## src/rtl/sar_seq_pkg.sv

```systemverilog
package sar_seq_pkg;
   typedef enum logic {
      ST_IDLE = 1'b0,
      ST_CONV = 1'b1
   } sar_state_t;

   localparam logic REQ_IDLE_LEVEL = 1'b1;
   localparam logic PD_RESET_LEVEL = 1'b0;
endpackage

```

## src/rtl/sar_req_sync.sv

```systemverilog
module sar_req_sync #(
   parameter int STAGES = 2
) (
   input  logic clk,
   input  logic rst_n,
   input  logic req_raw,
   input  logic pd_raw,
   output logic req_s,
   output logic pd_s
);
   import sar_seq_pkg::*;

   generate
      if (STAGES == 0) begin : g_direct
         assign req_s = req_raw;
         assign pd_s  = pd_raw;
      end else begin : g_chain
         logic [STAGES-1:0] req_q;
         logic [STAGES-1:0] pd_q;

         always_ff @(posedge clk or negedge rst_n) begin
            if (!rst_n) begin
               req_q <= {STAGES{REQ_IDLE_LEVEL}};
               pd_q  <= {STAGES{PD_RESET_LEVEL}};
            end else begin
               req_q[0] <= req_raw;
               pd_q[0]  <= pd_raw;
               for (int i = 1; i < STAGES; i++) begin
                  req_q[i] <= req_q[i-1];
                  pd_q[i]  <= pd_q[i-1];
               end
            end
         end

         assign req_s = req_q[STAGES-1];
         assign pd_s  = pd_q[STAGES-1];
      end
   endgenerate
endmodule

```

## src/rtl/sar_step_timer.sv

```systemverilog
module sar_step_timer #(
   parameter int TICKS = 8
) (
   input  logic clk,
   input  logic rst_n,
   input  logic clear,
   input  logic run,
   output logic step
);
   generate
      if (TICKS == 1) begin : g_every_cycle
         assign step = run;
      end else begin : g_counter
         localparam int CW = $clog2(TICKS);
         localparam logic [CW-1:0] LAST = CW'(TICKS - 1);
         logic [CW-1:0] cnt_q;

         always_ff @(posedge clk or negedge rst_n) begin
            if (!rst_n) begin
               cnt_q <= '0;
            end else if (clear) begin
               cnt_q <= '0;
            end else if (run) begin
               cnt_q <= (cnt_q == LAST) ? '0 : cnt_q + CW'(1);
            end
         end

         assign step = run && (cnt_q == LAST);
      end
   endgenerate
endmodule

```

## src/rtl/sar_search_reg.sv

```systemverilog
module sar_search_reg #(
   parameter int N = 16
) (
   input  logic         clk,
   input  logic         rst_n,
   input  logic         load_msb,
   input  logic         step,
   input  logic         cmp_hi,
   output logic [N-1:0] trial,
   output logic [N-1:0] result,
   output logic         done
);
   localparam int IW = $clog2(N);
   localparam logic [N-1:0] MSB_ONLY = {1'b1, {(N-1){1'b0}}};
   localparam logic [IW-1:0] TOP_IDX = IW'(N - 1);

   logic [N-1:0]  trial_q, result_q, trial_nxt;
   logic [IW-1:0] idx_q;
   logic          at_lsb;

   assign at_lsb = (idx_q == '0);

   always_comb begin
      trial_nxt = trial_q;
      if (!cmp_hi) begin
         trial_nxt[idx_q] = 1'b0;
      end
      if (!at_lsb) begin
         trial_nxt[idx_q - IW'(1)] = 1'b1;
      end
   end

   always_ff @(posedge clk or negedge rst_n) begin
      if (!rst_n) begin
         trial_q  <= '0;
         result_q <= '0;
         idx_q    <= '0;
      end else if (load_msb) begin
         trial_q <= MSB_ONLY;
         idx_q   <= TOP_IDX;
      end else if (step) begin
         if (at_lsb) begin
            trial_q  <= '0;
            result_q <= trial_nxt;
         end else begin
            trial_q <= trial_nxt;
            idx_q   <= idx_q - IW'(1);
         end
      end
   end

   assign trial  = trial_q;
   assign result = result_q;
   assign done   = step && at_lsb;
endmodule

```

## src/rtl/sar_seq_ctrl.sv

```systemverilog
module sar_seq_ctrl #(
   parameter int RES_BITS      = 16,
   parameter int TICKS_PER_BIT = 8,
   parameter int SYNC_STAGES   = 2
) (
   input  logic                clk,
   input  logic                rst_n,
   input  logic                cs_n,
   input  logic                rc,
   input  logic                pwrdn,
   input  logic                cmp_hi,
   output logic [RES_BITS-1:0] trial_word,
   output logic                conv_ready,
   output logic [RES_BITS-1:0] result_word,
   output logic                result_load
);
   import sar_seq_pkg::*;

   generate
      if (RES_BITS < 2 || RES_BITS > 32) begin : g_bad_res
         $error("sar_seq_ctrl: RES_BITS out of range");
      end
      if (TICKS_PER_BIT < 1) begin : g_bad_ticks
         $error("sar_seq_ctrl: TICKS_PER_BIT must be at least 1");
      end
      if (SYNC_STAGES < 0 || SYNC_STAGES > 4) begin : g_bad_sync
         $error("sar_seq_ctrl: SYNC_STAGES out of range");
      end
   endgenerate

   logic       req_s, pd_s;
   logic       req_prev_q;
   logic       load_q;
   logic       req_fell, rearm, start, step, done;
   sar_state_t state_q;

   sar_req_sync #(.STAGES(SYNC_STAGES)) u_sync (
      .clk     (clk),
      .rst_n   (rst_n),
      .req_raw (cs_n | rc),
      .pd_raw  (pwrdn),
      .req_s   (req_s),
      .pd_s    (pd_s)
   );

   always_ff @(posedge clk or negedge rst_n) begin
      if (!rst_n) req_prev_q <= REQ_IDLE_LEVEL;
      else        req_prev_q <= req_s;
   end

   assign req_fell = req_prev_q && !req_s;
   assign rearm    = load_q && !req_s;
   assign start    = (state_q == ST_IDLE) && !pd_s && (req_fell || rearm);

   sar_step_timer #(.TICKS(TICKS_PER_BIT)) u_timer (
      .clk   (clk),
      .rst_n (rst_n),
      .clear (start),
      .run   (state_q == ST_CONV),
      .step  (step)
   );

   sar_search_reg #(.N(RES_BITS)) u_search (
      .clk      (clk),
      .rst_n    (rst_n),
      .load_msb (start),
      .step     (step),
      .cmp_hi   (cmp_hi),
      .trial    (trial_word),
      .result   (result_word),
      .done     (done)
   );

   always_ff @(posedge clk or negedge rst_n) begin
      if (!rst_n) begin
         state_q <= ST_IDLE;
         load_q  <= 1'b0;
      end else begin
         load_q <= done;
         unique case (state_q)
            ST_IDLE: if (start) state_q <= ST_CONV;
            ST_CONV: if (done)  state_q <= ST_IDLE;
            default:            state_q <= ST_IDLE;
         endcase
      end
   end

   assign conv_ready  = (state_q == ST_IDLE);
   assign result_load = load_q;
endmodule

```

## config.mk

```make
export PLATFORM = sky130hd
export DESIGN_NAME = sar_seq_ctrl
export DESIGN_NICKNAME = d
export VERILOG_FILES = /design/src/rtl/sar_seq_pkg.sv /design/src/rtl/sar_req_sync.sv /design/src/rtl/sar_step_timer.sv /design/src/rtl/sar_search_reg.sv /design/src/rtl/sar_seq_ctrl.sv
export SDC_FILE = /design/constraint.sdc
export NUM_CORES = 1
export LEC_CHECK = 0
export BUFFER_PORTS_ARGS = -buffer_cell sky130_fd_sc_hd__buf_2
export CAP_MARGIN = 20
export CORE_UTILIZATION = 30
export DETAILED_ROUTE_END_ITERATION = 8
export PLACE_DENSITY = 0.58
export SKIP_LAST_GASP = 1
export SLEW_MARGIN = 20
export SYNTH_ARGS = -nofsm -noshare
export SYNTH_HDL_FRONTEND = slang
export SYNTH_SLANG_ARGS = --single-unit
```

## constraint.sdc

```tcl
create_clock -name clk -period 4.1 [get_ports clk]
set_input_delay 0.205 -clock clk [delete_from_list [all_inputs] [get_ports clk]]
set_output_delay 0.205 -clock clk [all_outputs]
set_load 0.03 [all_outputs]
```

==> metrics <==
status finished, final reports clean; routed vias/inst approximately 4.9; routability cong. 0.7951; # IOs 40; postcts setup bufs 0; Reg power frac 0.389; clock sinks 46; die width between 80 and 90 um; placed insts about 340; pwr dens 711.1 nW/um2; Max-cap violations 0; Comb power frac 0.439; Mean Syn Cell Area between 10 and 15 um2; first-pass GRT wire length slightly above 8 mm; Worst setup SP type flip-flop; root buf cell clkbuf_8; Slew Viols, Final 0; total track usage 0.1414; number of antenna diodes 0; synthesized cell area 2221 um2; Initial DRT Pass Iterations 4; Worst VDD drop about 260 uV; Synth cell types 43; Layout fillers 754; drt initial violations between 100 and 150; Clock Skew approximately 3 ps; M3 GR Usage 0.03487; Critical Path Slowest Stage Cell ha_1; FF+latch count, synth between 40 and 50; P_int around 1000 uW; Highest Clock Rate between 400 and 500 MHz; EDFF count, synth 0; Final nets around 270; Core Region between 7000 and 8000 um2; H-tree Lvls 2; Worst Path Max Fanout 22; grt met2 use 0.2086; detailed placer's ending HPWL 3.541 mm; FF-to-FF setup slack 1780 ps; Port Buffers 39; layout cells sized above 1 0.2392; fin cells between 300 and 400; Worst Setup End Kind flip-flop; Syn Inst Count between 200 and 250; Critical Path RT between 4000 and 5000 ps; die height 88.04 um; Worst-path clk slew 80 ps; CTS tree yes; grt peak-use layer met2; Post-Route Setup TNS 0 ps; most used flip-flop cell after synthesis dfrtp_1; Worst path top cell family by delay buffers and inverters; multi-input logic area ~970 um2; async set-reset flop share out of synthesis 1.000; drt wl/cell 14.14 um; Tcrit/Tclk final 0.5655; initial antenna violation count 0; fraction of the yosys area taken by sequential cells 0.5200; met1 usage 0.1962; RSZ-0062 raised after global routing no; synthesis-to-finish area growth 17.46%; syn_nets 230; worst path buffer plus inverter count 3; largest net degree at the start of global routing 47; Initial Util 0.3078; Slew headroom 0.4738; DRC 0; Critical Path AT ~2500 ps; Placed Instance Area ~2500 um2; Final Routed Wirelength about 5.0 mm; Post-Layout Inst Area ~2600 um2; CP Cell Sequence inv_1 > ha_1 > inv_1 > nor3_4 > buf_4 > o211ai_1 > o21ai_0; Clock Latency Late Sink around 300 ps; WS Path Type reg2reg; Worst Hold Class in2reg; Worst Tran Pin Value between 700 and 800 ps; biggest cell delay along the critical path ~480 ps; Reg area approximately 1200 um2; Psw 833.2 uW; crit path time final between 2000 and 2500 ps; gr ovfl total 0; final hold violation count 0; number of global-route vias before repair between 1500 and 2000; P_leak approximately 0.0012 uW; Switching Share 0.4492; Antenna Nets Post-Route 0; via count 1723; Clk pwr share 0.172; FP Rows 31; setup violators final 0; Die ar. around 7800 um2; CP dominant cell by count inv_1; TritonCTS buffer count 5; CTS max path bufs 2; Yosys warnings 0; Tot Pwr roughly 1900 uW
[power by group through the flow]
stage	Clock [uW]	Combinational, uW	Sequential (uW)
after global placement	0	811	730
after global routing	352	900	744
after detailed placement	0	815	731
after floorplan	0	480	846
final	319	815	721
after CTS	330	819	723
[synth_stat cells (all sizes together) (2+ instances only)]
cell type / instances / area, um2
a21o: 2 / 15.01
nor3: 3 / 20.02
o21ai: 25 / 125.1
nor2: 17 / 63.81
nand3: 6 / 30.03
and2: 2 / 12.51
ha: 8 / 100.1
a22o: 9 / 78.83
o21a: 3 / 22.52
o31ai: 3 / 27.52
o211ai: 4 / 30.03
nor2b: 6 / 37.54
nand2b: 5 / 31.28
a21oi: 21 / 112.6
mux2: 5 / 56.30
dfrtp: 43 / 1076
inv: 7 / 26.28
or2: 3 / 18.77
o311ai: 2 / 17.52
mux2i: 2 / 20.02
buf: 10 / 73.81
nand2: 15 / 56.30
dfstp: 3 / 78.83
[through the flow]
step	util	worst slack, ps	hold WS [ps]
after CTS	0.3599	1770	78.77
after global routing	0.3616	1531	72.14
final	0.3616	1782	90.01
after global placement	0.3432	1925	313.2
after floorplan	-	2425	-90.59
after detailed placement	0.3432	1794	315.9
[cell type report]
class | count | share of cell area
multi-input combinational | 152 | 0.3712
timing repair buffer | 42 | 0.08633
sequential | 46 | 0.4427
clock buffer | 8 | 0.04221
inverter | 7 | 0.01007
tap | 99 | 0.04748
[cell families (layout without fill, tap and decap cells)]
kind of cell | Yosys count | in the layout | synth area share
AND/OR/NAND/NOR | 61 | 61 | 0.1341
AO/OA/AOI/OAI | 75 | 75 | 0.2158
XOR/XNOR | 1 | 1 | 0.003944
multiplexers | 7 | 7 | 0.03436
adder cells (fa/ha/maj) | 8 | 8 | 0.04507
flip-flops | 46 | 46 | 0.5200
buffers and inverters | 18 | 57 | 0.04676
[sequential cells by signal, summed over array words and instances (netlist names)]
signal,cells
req_prev_q,1
u_search.idx_q,4
state_q,1
result_load,1
u_sync.g_chain.req_q,2
u_search.trial,16
u_timer.g_counter.cnt_q,3
u_search.result,16
u_sync.g_chain.pd_q,2
[worst register-to-register path, cell delays in order, from the launching register on]
cell	delay, ps
dfrtp_1	440
inv_1	160
ha_1	480
inv_1	180
nor3_4	440
buf_4	330
o211ai_1	140
o21ai_0	80
[metal layers]
| metal | share of wire | up-vias |
|---|---|---|
| met5 | 0 | - |
| met4 | 0.020 | 0 |
| met3 | 0.047 | 9 |
| met2 | 0.44 | 51 |
| met1 | 0.49 | 819 |
| li1 | - | 844 |
[cell usage in the layout, fill, tap and decap left out, types with 3 or more instances in the layout]
cell / count
clkbuf_8: 8
o21ai_0: 23
dfstp_2: 3
nand2b_1: 5
buf_2: 38
o211ai_1: 4
a22o_1: 9
nand3_1: 6
a21oi_1: 19
mux2_2: 5
o21a_1: 3
dfrtp_1: 43
inv_1: 7
nand2_1: 15
ha_1: 8
nor2_1: 17
nor2b_1: 6
[path summary, 6_finish.rpt]
kind / from / to / depth (start not counted)
worst max-delay path: u_search.idx_q[0] / u_search.result[0] / 7
worst min-delay path: cs_n / u_sync.g_chain.req_q[0] / 2
worst max register to register: u_search.idx_q[0] / u_search.result[0] / 7
worst min register to register: u_sync.g_chain.pd_q[0] / u_sync.g_chain.pd_q[1] / 0
max in group asynchronous: rst_n / u_search.trial[10] / 2
min in group asynchronous: rst_n / u_search.result[1] / 2
[repair_timing]
action	4_1_cts	5_1_grt
hold endpoints to repair	1	43
gates resized for setup	0	0
hold buffers	1	1
(Power assumes the default switching activity.)
